**config.mk**
```make
export PLATFORM = sky130hd
export DESIGN_NAME = vbi_frame_assembler
export DESIGN_NICKNAME = d
export VERILOG_FILES = /design/src/rtl/vbi_fc_pkg.sv /design/src/rtl/vbi_fc_match.sv /design/src/rtl/vbi_byte_pack.sv /design/src/rtl/vbi_frame_assembler.sv
export SDC_FILE = /design/constraint.sdc
export NUM_CORES = 1
export LEC_CHECK = 0
export BUFFER_PORTS_ARGS = -buffer_cell sky130_fd_sc_hd__clkbuf_2
export CAP_MARGIN = 20
export CORE_UTILIZATION = 50
export CTS_BUF_LIST = sky130_fd_sc_hd__clkbuf_4
export CTS_CLUSTER_DIAMETER = 120
export DETAILED_ROUTE_END_ITERATION = 10
export PLACE_DENSITY = 0.79
export SETUP_SLACK_MARGIN = 0.5
export SYNTH_ARGS = -nofsm -noshare
export SYNTH_HDL_FRONTEND = slang
export SYNTH_HIERARCHICAL = 1
export SYNTH_SLANG_ARGS = --single-unit
```
**constraint.sdc**
```tcl
create_clock -name clk -period 8.7 [get_ports clk]
set_clock_uncertainty 0.15 [all_clocks]
set_input_delay 1.74 -clock clk [delete_from_list [all_inputs] [get_ports clk]]
set_output_delay 1.74 -clock clk [all_outputs]
set_load 0.03 [all_outputs]
```
**src/rtl/vbi_fc_pkg.sv**
```systemverilog
package vbi_fc_pkg;

    parameter int CODE_W = 24;
    parameter int LEN_W  = $clog2(CODE_W + 1);
    parameter int STD_W  = 4;

    typedef enum logic [STD_W-1:0] {
        SVC_TTX625 = 4'd0,
        SVC_CC     = 4'd1,
        SVC_PDL    = 4'd2,
        SVC_WSIG   = 4'd3,
        SVC_TTX525 = 4'd4,
        SVC_GTEXT  = 4'd5,
        SVC_TCODE  = 4'd6,
        SVC_NABTS  = 4'd7,
        SVC_JTEXT  = 4'd8
    } svc_e;

    typedef struct packed {
        logic              on;
        logic [CODE_W-1:0] code;
        logic [LEN_W-1:0]  len;
        logic              ham;
    } svc_cfg_t;

    function automatic svc_cfg_t svc_lookup(input logic [STD_W-1:0] s,
                                            input logic [CODE_W-1:0] pcode,
                                            input logic [LEN_W-1:0]  plen,
                                            input logic              ham_opt);
        svc_cfg_t c;
        logic [LEN_W-1:0] cl;
        cl = (plen == '0) ? LEN_W'(1) : ((plen > LEN_W'(CODE_W)) ? LEN_W'(CODE_W) : plen);
        c  = '{on: 1'b1, code: '0, len: LEN_W'(1), ham: 1'b0};
        case (s)
            SVC_TTX625, SVC_TTX525: begin c.code = CODE_W'(24'h27);     c.len = LEN_W'(8);  c.ham = 1'b1; end
            SVC_CC:                 begin c.code = CODE_W'(24'h1);      c.len = LEN_W'(3);  end
            SVC_PDL:                begin c.code = CODE_W'(24'h9951);   c.len = LEN_W'(16); end
            SVC_WSIG:               begin c.code = CODE_W'(24'h1E3C1F); c.len = LEN_W'(24); end
            SVC_JTEXT:              begin c.code = CODE_W'(24'hA7);     c.len = LEN_W'(8);  end
            SVC_GTEXT, SVC_NABTS:   begin c.code = pcode; c.len = cl; c.ham = ham_opt; end
            SVC_TCODE:              begin c.code = pcode; c.len = cl; end
            default:                c.on = 1'b0;
        endcase
        return c;
    endfunction

    function automatic logic ham84_bad(input logic [7:0] b);
        return !(^{b[0], b[1], b[3], b[7]}) || !(^{b[1], b[2], b[3], b[5]}) ||
               !(^{b[3], b[4], b[5], b[7]}) || !(^b);
    endfunction

endpackage

```
**src/rtl/vbi_fc_match.sv**
```systemverilog
module vbi_fc_match #(
    parameter int CODE_W = 24,
    parameter int LEN_W  = $clog2(CODE_W + 1)
) (
    input  logic [CODE_W-1:0] window,
    input  logic [CODE_W-1:0] code,
    input  logic [LEN_W-1:0]  len,
    output logic [LEN_W-1:0]  mism
);
    logic [CODE_W-1:0] diff;

    always_comb begin
        mism = '0;
        for (int i = 0; i < CODE_W; i++) begin
            diff[i] = (window[i] ^ code[i]) & (LEN_W'(i) < len);
            mism    = mism + LEN_W'(diff[i]);
        end
    end
endmodule

```
**src/rtl/vbi_byte_pack.sv**
```systemverilog
module vbi_byte_pack (
    input  logic       clk,
    input  logic       rst_n,
    input  logic       clr,
    input  logic       shift,
    input  logic       bit_in,
    input  logic       ham_en,
    input  logic       first,
    output logic       vld,
    output logic [7:0] data,
    output logic       sop,
    output logic       herr
);
    import vbi_fc_pkg::*;

    logic [7:0] acc_q;
    logic [2:0] cnt_q;
    logic [7:0] full;

    assign full = {bit_in, acc_q[7:1]};

    always_ff @(posedge clk or negedge rst_n) begin
        if (!rst_n) begin
            acc_q <= '0;
            cnt_q <= '0;
            vld   <= 1'b0;
            data  <= '0;
            sop   <= 1'b0;
            herr  <= 1'b0;
        end else begin
            vld  <= 1'b0;
            sop  <= 1'b0;
            herr <= 1'b0;
            if (clr) begin
                cnt_q <= '0;
            end else if (shift) begin
                acc_q <= full;
                cnt_q <= cnt_q + 3'd1;
                if (cnt_q == 3'd7) begin
                    vld  <= 1'b1;
                    data <= full;
                    sop  <= first;
                    herr <= ham_en && ham84_bad(full);
                end
            end
        end
    end
endmodule

```
**src/rtl/vbi_frame_assembler.sv**
```systemverilog
module vbi_frame_assembler #(
    parameter int NUM_LINES = 8,
    parameter int VLINE_W   = 9,
    parameter int HOFF_W    = 11,
    parameter int WIN_BITS  = 256
) (
    input  logic                                clk,
    input  logic                                rst_n,
    input  logic                                line_start,
    input  logic [VLINE_W-1:0]                  line_num,
    input  logic                                bit_valid,
    input  logic                                bit_in,
    input  logic [NUM_LINES*vbi_fc_pkg::STD_W-1:0] line_std,
    input  logic [VLINE_W-1:0]                  v_off,
    input  logic [HOFF_W-1:0]                   h_off,
    input  logic [vbi_fc_pkg::LEN_W-1:0]        err_limit,
    input  logic [vbi_fc_pkg::CODE_W-1:0]       prog_code,
    input  logic [vbi_fc_pkg::LEN_W-1:0]        prog_len,
    input  logic                                ham_opt_en,
    output logic                                byte_valid,
    output logic [7:0]                          byte_data,
    output logic                                byte_sop,
    output logic                                byte_ham_err,
    output logic                                no_frame
);
    import vbi_fc_pkg::*;

    localparam int POS_W = HOFF_W + 1;

    typedef enum logic [1:0] {ST_IDLE, ST_HUNT, ST_COLLECT} st_e;

    st_e               st_q, st_d;
    logic [POS_W-1:0]  pos_q, hoff_q, wend_q;
    logic [CODE_W-1:0] sr_q, sr_nxt;
    logic [LEN_W-1:0]  fill_q, fill_nxt, lim_q, mism;
    svc_cfg_t          cfg_q, line_cfg;
    logic              first_q;
    logic [VLINE_W-1:0] idx;
    logic [STD_W-1:0]  sel;
    logic              line_on, in_win, last, take, hit;

    // line selection
    always_comb begin
        idx = line_num - v_off;
        sel = '1;
        for (int i = 0; i < NUM_LINES; i++)
            if (idx == VLINE_W'(i)) sel = line_std[i*STD_W +: STD_W];
        line_cfg = svc_lookup(sel, prog_code, prog_len, ham_opt_en);
        line_on  = line_cfg.on && (idx < VLINE_W'(NUM_LINES));
    end

    assign in_win   = (pos_q >= hoff_q) && (pos_q <= wend_q);
    assign last     = (pos_q == wend_q);
    assign take     = bit_valid && !line_start && (st_q != ST_IDLE) && in_win;
    assign sr_nxt   = {sr_q[CODE_W-2:0], bit_in};
    assign fill_nxt = (fill_q == LEN_W'(CODE_W)) ? fill_q : fill_q + LEN_W'(1);
    assign hit      = (fill_nxt >= cfg_q.len) && (mism <= lim_q);

    vbi_fc_match #(.CODE_W(CODE_W), .LEN_W(LEN_W)) u_match (
        .window (sr_nxt),
        .code   (cfg_q.code),
        .len    (cfg_q.len),
        .mism   (mism)
    );

    vbi_byte_pack u_pack (
        .clk    (clk),
        .rst_n  (rst_n),
        .clr    (st_q == ST_HUNT && take && hit),
        .shift  (st_q == ST_COLLECT && take),
        .bit_in (bit_in),
        .ham_en (cfg_q.ham),
        .first  (first_q),
        .vld    (byte_valid),
        .data   (byte_data),
        .sop    (byte_sop),
        .herr   (byte_ham_err)
    );

    // next state
    always_comb begin
        st_d = st_q;
        unique case (st_q)
            ST_IDLE:    if (line_start && line_on) st_d = ST_HUNT;
            ST_HUNT: begin
                if (line_start)       st_d = line_on ? ST_HUNT : ST_IDLE;
                else if (take && last) st_d = ST_IDLE;
                else if (take && hit)  st_d = ST_COLLECT;
            end
            ST_COLLECT: begin
                if (line_start)       st_d = line_on ? ST_HUNT : ST_IDLE;
                else if (take && last) st_d = ST_IDLE;
            end
            default:                   st_d = ST_IDLE;
        endcase
    end

    // state register
    always_ff @(posedge clk or negedge rst_n) begin
        if (!rst_n) st_q <= ST_IDLE;
        else        st_q <= st_d;
    end

    // line datapath
    always_ff @(posedge clk or negedge rst_n) begin
        if (!rst_n) begin
            pos_q   <= '0;
            hoff_q  <= '0;
            wend_q  <= '0;
            sr_q    <= '0;
            fill_q  <= '0;
            lim_q   <= '0;
            cfg_q   <= '0;
            first_q <= 1'b0;
        end else if (line_start) begin
            pos_q   <= '0;
            hoff_q  <= POS_W'(h_off);
            wend_q  <= POS_W'(h_off) + POS_W'(WIN_BITS - 1);
            sr_q    <= '0;
            fill_q  <= '0;
            lim_q   <= err_limit;
            cfg_q   <= line_cfg;
            first_q <= 1'b1;
        end else begin
            if (bit_valid && st_q != ST_IDLE) pos_q <= pos_q + POS_W'(1);
            if (take && st_q == ST_HUNT) begin
                sr_q   <= sr_nxt;
                fill_q <= fill_nxt;
            end
            if (byte_valid) first_q <= 1'b0;
        end
    end

    // outputs
    always_ff @(posedge clk or negedge rst_n) begin
        if (!rst_n) no_frame <= 1'b0;
        else        no_frame <= (st_q == ST_HUNT) && take && last && !hit;
    end
endmodule

```
After elaboration in Yosys (flattened, before gate mapping):

Cells that the tools add are included.

* shift-type cells: 0
* equality and inequality tests: 23
* $lt $le $gt $ge: 30
* reduce and logical (&&, ||, !) cells: 45
* multipliers: 0
* multiplexer cells: 41
* divide/modulo/power cells: 0
* add/subtract/negate cells: 28
* bitwise logic cells: 49

Operators by type and width (number)
* case mux 29 bit (6 select lines): 1
* adder 5 x 1 -> 5 bit: 22
* 2-to-1 mux 23 bit: 2
* less-than comparator 4 x 5 -> 1 bit, first input constant: 8
* less-than comparator 5 bit, first input constant: 8
* == test 9 x 3 -> 1 bit, second input constant: 4
* 2-to-1 mux 4 bit: 8
* 2-to-1 mux 5 bit: 5
* AND 1 bit: 24
* 2-to-1 mux 12 bit: 2
* bitwise XOR 1 bit: 24
* less-than comparator 3 x 5 -> 1 bit, first input constant: 4
* == test 9 x 2 -> 1 bit, second input constant: 2
* == test 4 x 3 -> 1 bit, second input constant: 4
* logical AND 1 bit: 16
* 2-to-1 mux 1 bit: 13
* adder 11 x 8 -> 12 bit, second input constant: 1
* adder 12 x 1 -> 12 bit, second input constant: 1
* == test 12 bit: 1
* >= comparator 12 x 11 -> 1 bit: 1
* <= comparator 12 bit: 1
* 2-to-1 mux 2 bit: 6
* XOR reduction 4 bit: 3
* less-than comparator 1 x 5 -> 1 bit, first input constant: 2
* 37 further kinds: 53

* word-level logic and storage cells: 234
* flip-flop bits (word level): 124
* bits in writable memories: 0
* memories kept: 0
* latch bits: 0
* bits in read-only memories: 0
* bits of input ports: 101

Logic depth before layout (Yosys ltp):

Gate-level depths: netlist of run 1.

* depth in word-level cells: 32
* depth in mapped cells: 25

By module:

Netlist of run 1, hierarchy kept.

By module, submodules not included
* vbi_frame_assembler: area each 5978.2 sq um, times used 1, cells each 576, sequential area each 2552.4 sq um
* vbi_fc_match: area each 1009.7 sq um, times used 1, cells each 117, sequential area each 0.0 sq um
* vbi_byte_pack: area each 944.7 sq um, times used 1, cells each 63, sequential area each 525.5 sq um

Worst setup path before layout of run 1:

OpenSTA, ideal clock, no wires.

* path type: input -> register
* from: input bit_in
* to: register u_pack.data[0]
* setup time: 0.125 ns
* arrival: 7.081 ns
* path slack: 1.344 ns
* buffers on the path: 1
* cell stages on the path: 21
* data required time: 8.425 ns
* path through: xor2_1 > o31ai_2 > fa_1 > inv_1 > fa_1 > fa_1 > fa_1 > fa_1 > ha_1 > fa_1 > a21o_1 > a21o_1 > ha_1 > nor2_1 > a31oi_1 > a22o_1 > nor2_1 > and2b_1 > buf_6 > nand2_8 > mux2_4

* cells in the longest elaborated chain, start to end: 30

RTL lines
* start, declared: line vbi_frame_assembler.sv:12 `input logic bit_in,`
* bitwise XOR 1 bit: line vbi_fc_match.sv:15 `diff[i] = (window[i] ^ code[i]) & (LEN_W'(i) < len);`
* AND 1 bit: line vbi_fc_match.sv:15
* adder 1 x 1 -> 2 bit: line vbi_fc_match.sv:16 `mism = mism + LEN_W'(diff[i]);`
* adder 5 x 1 -> 5 bit (22 in a row): line vbi_fc_match.sv:16
* named net mism[4]: line vbi_frame_assembler.sv:35 `logic [LEN_W-1:0] fill_q, fill_nxt, lim_q, mism;`
* <= comparator 5 bit: line vbi_frame_assembler.sv:57 `assign hit = (fill_nxt >= cfg_q.len) && (mism <= lim_q);`
* logical AND 1 bit: line vbi_frame_assembler.sv:57
* logical AND 1 bit: line vbi_frame_assembler.sv:69 `.clr (st_q == ST_HUNT && take && hit),`
* inverter 1 bit (no source line)
* AND reduction 3 bit (no source line)
* end signal, assigned: line vbi_byte_pack.sv:41 `data <= full;`
* end, declared: line vbi_byte_pack.sv:10 `output logic [7:0] data,`

The timed path passes the listed nets, and every way through them passes these cells.
A chain may end at the register's enable or synchronous reset.

Worst setup path after layout of run 1:

* from: input bit_in
* to: register u_pack.data[6]

Same word-level chain as after synthesis.

==> impl_metrics.py, run 1 <==
metrics = {
    "clock_tree": {
        "clk_latency_ns": 0.55,
        "cts_tree": "done",
        "cts_setup_buffers": 0,
        "cts_resized": 0,
        "htreeDepth": 4,
        "cts_sinks": 123,
        "ctsHoldBuffers": 0,
        "cts_root_buf": "clkbuf_4",
        "ctsLongestPathBuffers": 2,
        "clkSlewWorstSetupHoldPaths_ns": 0.12,
        "cts_made_buffers": 17,
    },
    "worst_setup_path": {
        "path_delay_family": "adder cells",
        "crit_required_ns": 8.98,
        "cp_max_fo": 10,
        "criticalPathCategory": "input pin to flop",
        "crit_buf_inv": 2,
        "crit_arrival_ns": 7.69,
        "crit_path_top_delay_cell": "fa_1",
        "endpoint_kind": "flop",
        "crit_top_cell": "fa_1",
        "cpPeakStageDelay_ns": 0.57,
        "start_kind": "input pin",
        "crit_path_cell_trace": "clkbuf_2 -> xor2_1 -> o31ai_2 -> fa_1 -> inv_1 -> fa_1 -> fa_1 -> fa_1 -> fa_1 -> ha_1 -> fa_1 -> a21o_1 -> a21o_1 -> ha_1 -> nor2_1 -> a31oi_1 -> a22o_1 -> nor2_1 -> and2b_1 -> nand2_8 -> mux2_4",
    },
    "outcome": {
        "outcome": "finished clean",
    },
    "synth": {
        "synth_edf_count": 0,
        "yosysTopAreaCellShare": 0.3880,
        "synth.ff_latch_count": 123,
        "synthesis.instances": 756,
        "synthFlopType": "dfrtp_1",
        "syn-cell-area_sq_mm": 0.007933,
        "synthTopCellsByCount": "123 x dfrtp_1, 72 x inv_1, 54 x ha_1, 43 x nand2_1, 42 x nor2_1",
        "yosysTopAreaCell": "dfrtp_1",
        "netlist_top_cells_area": "dfrtp_1 39%, ha_1 8.5%, fa_1 4.5%, xnor2_1 3.5%, inv_1 3.4%",
        "synthSimpleGateAreaFrac": 0.1315,
        "yosysMostFrequentCell": "dfrtp_1",
        "async_reset_ff_frac": 1.000,
        "synthXorXnorAreaFrac": 0.06609,
        "synth_mux_area_frac": 0.06972,
        "yosys_warnings": 6,
        "ys_seq_area_frac": 0.3880,
        "syn_nets": 929,
        "synth_top_family_by_area": "compound AO/OA/AOI/OAI gates",
        "synth_cell_types": 77,
        "synth_fa_ha_area_frac": 0.1306,
        "synth_area_per_cell_sq_um": 10.49,
        "synth_compound_area_frac": 0.1584,
    },
    "floorplanning": {
        "std_cell_rows": 45,
        "start_util": 0.5180,
        "design.die.area_sq_mm": 0.01637,
        "die_x_um": 128.0,
        "ioPinCount": 113,
        "core_area_sq_mm": 0.01531,
        "fp.dieH_um": 128.0,
    },
    "power_and_ir_drop": {
        "power.density_mw_per_mm2": 131.3,
        "peakVddDrop_uv": 65.50,
        "p_leak_nw": 4.405,
    },
    "routing": {
        "postRouteAntennaNets": 0,
        "firstDrtPassIters": 5,
        "routed_wirelength_um": 16690,
        "drtIter0Drc": 443,
        "drc": 0,
        "wl_per_cell_um": 15.36,
        "avgViaCountPerCell": 5.525,
        "vias": 6006,
    },
    "grt": {
        "grt_usage": 0.2227,
        "grt_pass1_wl_um": 28540,
        "grt_overflow": 0,
        "grt_antenna_before_repair": 1,
        "grt_max_degree": 78,
        "grt_pass1_vias": 5947,
    },
    "sta": {
        "clock.fmax_ghz": 0.1351,
        "timing.final.crit_period_ns": 7.402,
        "maxSlewHeadroom": 0.3240,
        "report.final.slew_viol_count": 0,
        "fin_setup_tns_ns": 0,
        "final_hold_viol_count": 0,
        "post-route-period-util": 0.8509,
        "rsz0062_at_grt": "false",
        "worstMarginPinSlew_ns": 0.9999,
        "finalSetupViolCount": 0,
    },
    "min_path": {
        "hp-class": "flop to flop",
    },
    "final_layout": {
        "stdcell_count": 1087,
        "drive_gt1_frac": 0.2263,
        "num-fill-cells": 1366,
        "final_nets": 1035,
        "area_growth_pct": 12.76,
    },
    "job": {
        "drv_cap": 0,
    },
    "placed_design": {
        "dp_cells": 1052,
        "gp_congestion": 0.8654,
        "port_buffers": 112,
        "hpwl_um": 12290,
    },
}
==> final timing paths <==
path | endpoint | slack, ns | from | cells past startpoint
max | u_pack/data[6] | 1.30 | bit_in | 21
min | first_q | 0.33 | u_pack/vld | 1
max reg2reg | u_pack/data[6] | 1.75 | cfg_q[5] | 19
min reg2reg | first_q | 0.33 | u_pack/vld | 1
max in group asynchronous | cfg_q[16] | 6.32 | rst_n | 3
min in group asynchronous | hoff_q[2] | 0.89 | rst_n | 1
==> cells in the final DEF, fill, tap and decap left out, types with 7 or more instances in the layout <==
master / n
nand2_1: 43
a221o_1: 17
dfrtp_1: 123
nor3b_1: 21
nor3_1: 10
inv_1: 72
nor2b_1: 10
mux2_2: 12
nor2_1: 42
nand3_1: 12
a22o_1: 8
xnor2_1: 32
clkbuf_2: 111
o211ai_1: 7
fa_1: 18
and3_1: 7
ha_1: 54
a21oi_1: 39
mux2_4: 9
a31o_1: 21
xor2_1: 26
nand4_1: 9
mux2i_1: 8
o21ai_0: 24
mux4_2: 8
clkbuf_4: 17
==> layer usage <==
metal  GRT usage  vias up  share of wire
met4     0.06574        0          0.012
met1      0.3035     2910           0.47
li1            -     2919              -
met2      0.3545      162           0.47
met5           0        -              0
met3     0.05134       15          0.046
==> metrics by stage <==
step / utilization / hold WS [ns] / setup WS (ns) / area [sq um] / total power, W
after floorplan: - / 0.3243 / 1.344 / 7933 / 0.0007259
after global placement: 0.5630 / 0.3278 / 0.8087 / 8622 / 0.0007870
after detailed placement: 0.5630 / 0.3324 / 0.6990 / 8622 / 0.0007910
after CTS: 0.5811 / 0.3466 / 1.305 / 8900 / 0.001189
after global routing: 0.5841 / 0.3387 / 1.008 / 8945 / 0.001243
final: 0.5841 / 0.3310 / 1.298 / 8945 / 0.001174
==> sequential cells by signal (all words and copies together), names as in the netlist, 2 cells and up <==
register,count
wend_q,12
fill_q,5
lim_q,5
u_pack/acc_q,7
sr_q,23
u_pack/data,8
pos_q,12
hoff_q,11
u_pack/cnt_q,3
st_q,2
cfg_q,30
==> worst register-to-register path, cell delays in order, from the launching register on <==
cell      delay [ns]
dfrtp_1         0.75
inv_1           0.30
a211oi_1        0.33
fa_1            0.50
fa_1            0.51
fa_1            0.57
fa_1            0.46
fa_1            0.49
ha_1            0.24
fa_1            0.39
a21o_1          0.19
a21o_1          0.18
ha_1            0.29
nor2_1          0.04
a31oi_1         0.13
a22o_1          0.20
nor2_1          0.09
and2b_1         0.57
nand2_8         0.15
mux2_4          0.32
==> cell type report <==
type	count	area, sq um	area share
Multi-Input combinational cell	530	4417	0.4938
Sequential cell	123	3078	0.3441
Timing Repair Buffer	118	635.6	0.07106
Inverter	72	270.3	0.03021
Tap cell	211	264.0	0.02951
Clock inverter	15	150.1	0.01679
Clock buffer	17	127.6	0.01427
Antenna cell	1	2.502	0.0002798
==> where the power goes <==
group          internal, W  switching, W
combinational    0.0000829      0.000105
clock             0.000168      0.000225
sequential        0.000585    0.00000753
total             0.000837      0.000338
==> kinds of logic after synthesis <==
family                   after synthesis
flip-flops                           123
AO/OA/AOI/OAI                        172
buffers and inverters                103
AND/OR/NAND/NOR                      188
adder cells (fa/ha/maj)               72
XOR/XNOR                              59
multiplexers                          39
Power figures use the tool's default switching activity.
==> inputs of run 2 (changes only) <==
==> constraint.sdc (replaced) <==
create_clock -name clk -period 8.7 [get_ports clk]
set_clock_uncertainty 0.15 [all_clocks]
set_input_delay 0.87 -clock clk [delete_from_list [all_inputs] [get_ports clk]]
set_output_delay 0.87 -clock clk [all_outputs]
set_load 0.03 [all_outputs]
==> run 2 against run 1 <==
Net effect:
- cell count about the same
- setup slack improved by 0.53 ns
- power grew 4.9%
- sequential share of layout area is 0.12 points lower
- via count increased by 0.73%
- clock power up 15%
- combinational power about the same
- worst hold slack got worse by 0.11 ns
- critical path type is now flop to flop
- critical endpoint unchanged
==> impl_metrics.py, run 2 (same netlist as run 1, synthesis figures left out) <==
metrics = {
    "power_and_ir_drop": {
        "power_frac_comb": 0.152,
        "switching_power_w": 0.0003378,
        "peakVddDrop_uv": 82.15,
        "clkPwrFrac": 0.367,
        "p_leak_nw": 4.433,
        "power.density_mw_per_mm2": 137.3,
        "p_int_w": 0.0008944,
        "p_sw_frac": 0.2741,
        "seqPwrFrac": 0.481,
        "total_power_w": 0.001232,
    },
    "worst_setup_path": {
        "crit_required_ns": 8.99,
        "cpPeakStageDelay_ns": 0.84,
        "crit_arrival_ns": 7.15,
        "start_kind": "flop",
        "rrSetupSlack_ns": 1.83,
        "criticalPathCategory": "flop to flop",
        "cp_max_fo": 23,
        "crit_path_cell_trace": "o22ai_1 -> a211oi_1 -> fa_1 -> fa_1 -> fa_1 -> fa_1 -> fa_1 -> ha_1 -> fa_1 -> a21o_1 -> a21o_1 -> ha_1 -> nor2_1 -> a31oi_1 -> a22o_1 -> nor2_1 -> and2b_1 -> nand2_8 -> mux2_4",
        "crit_top_cell": "fa_1",
        "crit_buf_inv": 0,
        "cp.depth": 19,
        "path_delay_family": "adder cells",
        "r2r_cells": 19,
        "endpoint_kind": "flop",
        "crit_path_top_delay_cell": "dfrtp_1",
    },
    "sta": {
        "rsz0062_at_grt": "false",
        "timing.final.crit_period_ns": 6.869,
        "maxSlewHeadroom": 0.3373,
        "worstMarginPinSlew_ns": 0.9802,
        "fin_setup_tns_ns": 0,
        "finalSetupViolCount": 0,
        "final_hold_viol_count": 0,
        "clock.fmax_ghz": 0.1456,
        "post-route-period-util": 0.7895,
        "report.final.slew_viol_count": 0,
    },
    "clock_tree": {
        "clk_latency_ns": 0.55,
        "cts_sinks": 123,
        "cts_setup_buffers": 0,
        "ctsLongestPathBuffers": 2,
        "cts_resized": 0,
        "cts_tree": "done",
        "cts_root_buf": "clkbuf_4",
        "ctsHoldBuffers": 0,
        "htreeDepth": 4,
        "cts_made_buffers": 17,
        "clkSlewWorstSetupHoldPaths_ns": 0.12,
    },
    "placed_design": {
        "hpwl_um": 12480,
        "dpl_cell_area_sq_mm": 0.008622,
        "gp_congestion": 0.8707,
        "port_buffers": 112,
    },
    "routing": {
        "wl_per_cell_um": 15.65,
        "firstDrtPassIters": 5,
        "routed_wirelength_um": 17000,
        "vias": 6050,
        "drc": 0,
        "avgViaCountPerCell": 5.571,
        "postRouteAntennaNets": 0,
        "drtIter0Drc": 328,
    },
    "final_layout": {
        "drive_gt1_frac": 0.2243,
        "multi_input_area_sq_mm": 0.004417,
        "layout_commonest_cell": "dfrtp_1",
        "final_cell_mix": "123 x dfrtp_1, 111 x clkbuf_2, 72 x inv_1, 54 x ha_1, 43 x nand2_1",
        "num-fill-cells": 1352,
        "largest_register_ff_count": 30,
        "top_register": "cfg_q",
        "stdcell_area_sq_mm": 0.008976,
        "fin_util": 0.5861,
        "final_nets": 1034,
        "regArea_sq_mm": 0.003078,
        "reg_top3": "cfg_q (30), sr_q (23)",
        "area_growth_pct": 13.15,
    },
    "floorplanning": {
        "design.die.area_sq_mm": 0.01637,
        "std_cell_rows": 45,
        "ioPinCount": 113,
        "start_util": 0.5180,
        "fp.dieH_um": 128.0,
        "die_x_um": 128.0,
        "core_area_sq_mm": 0.01531,
    },
    "min_path": {
        "hp-class": "input pin to asynchronous set/reset pin",
    },
    "grt": {
        "grt_antenna_before_repair": 1,
        "grt_usage": 0.2226,
        "grt_overflow": 0,
        "grt_pass1_wl_um": 28560,
        "grt_pass1_vias": 5899,
        "grt_max_degree": 71,
    },
    "outcome": {
        "outcome": "finished clean",
    },
    "job": {
        "drv_cap": 0,
    },
}
## run 2: worst paths after layout
kind                                  from             end
min in group clk                u_pack/vld         first_q
worst min register to register  u_pack/vld         first_q
worst max register to register    cfg_q[4]  u_pack/data[6]
max in group asynchronous            rst_n       cfg_q[28]
worst min-delay path                 rst_n       hoff_q[4]
worst max-delay path              cfg_q[4]  u_pack/data[6]
## run 2: per-stage QoR
stage	hold WS [ns]	instances	setup WS, ns
floorplan	0.3243	756	2.214
global placement	0.3289	1052	1.697
detailed placement	0.3320	1052	1.596
CTS	0.2206	1084	1.783
global route	0.2480	1086	1.400
finish	0.2187	1086	1.831
## run 2: per-layer routing
layer  GRT usage  vias to the layer above  part of all wire  wire, um
li1            -                     2914                 -         -
met5           0                        -                 0         0
met4     0.06090                        0            0.0087       148
met1      0.3030                     2921              0.46      7864
met3     0.04716                       14             0.057       977
met2      0.3603                      201              0.47      8009
## run 2: power by group through the flow
stage               sequential, W  combinational [W]  clock, W
floorplan                0.000601           0.000125         0
global placement         0.000603           0.000183         0
detailed placement       0.000604           0.000187         0
CTS                      0.000593           0.000189  0.000464
global route             0.000595           0.000212  0.000488
finish                   0.000593           0.000187  0.000452
## run 2: area by class of cell
class,instances,share of cell area
multi-input cells,530,0.4921
flip-flops and latches,123,0.3429
repair buffers,117,0.06914
inverters,72,0.03011
well taps,211,0.02941
clock inverters,15,0.02188
clock buffers,17,0.01422
diodes,1,0.0002788
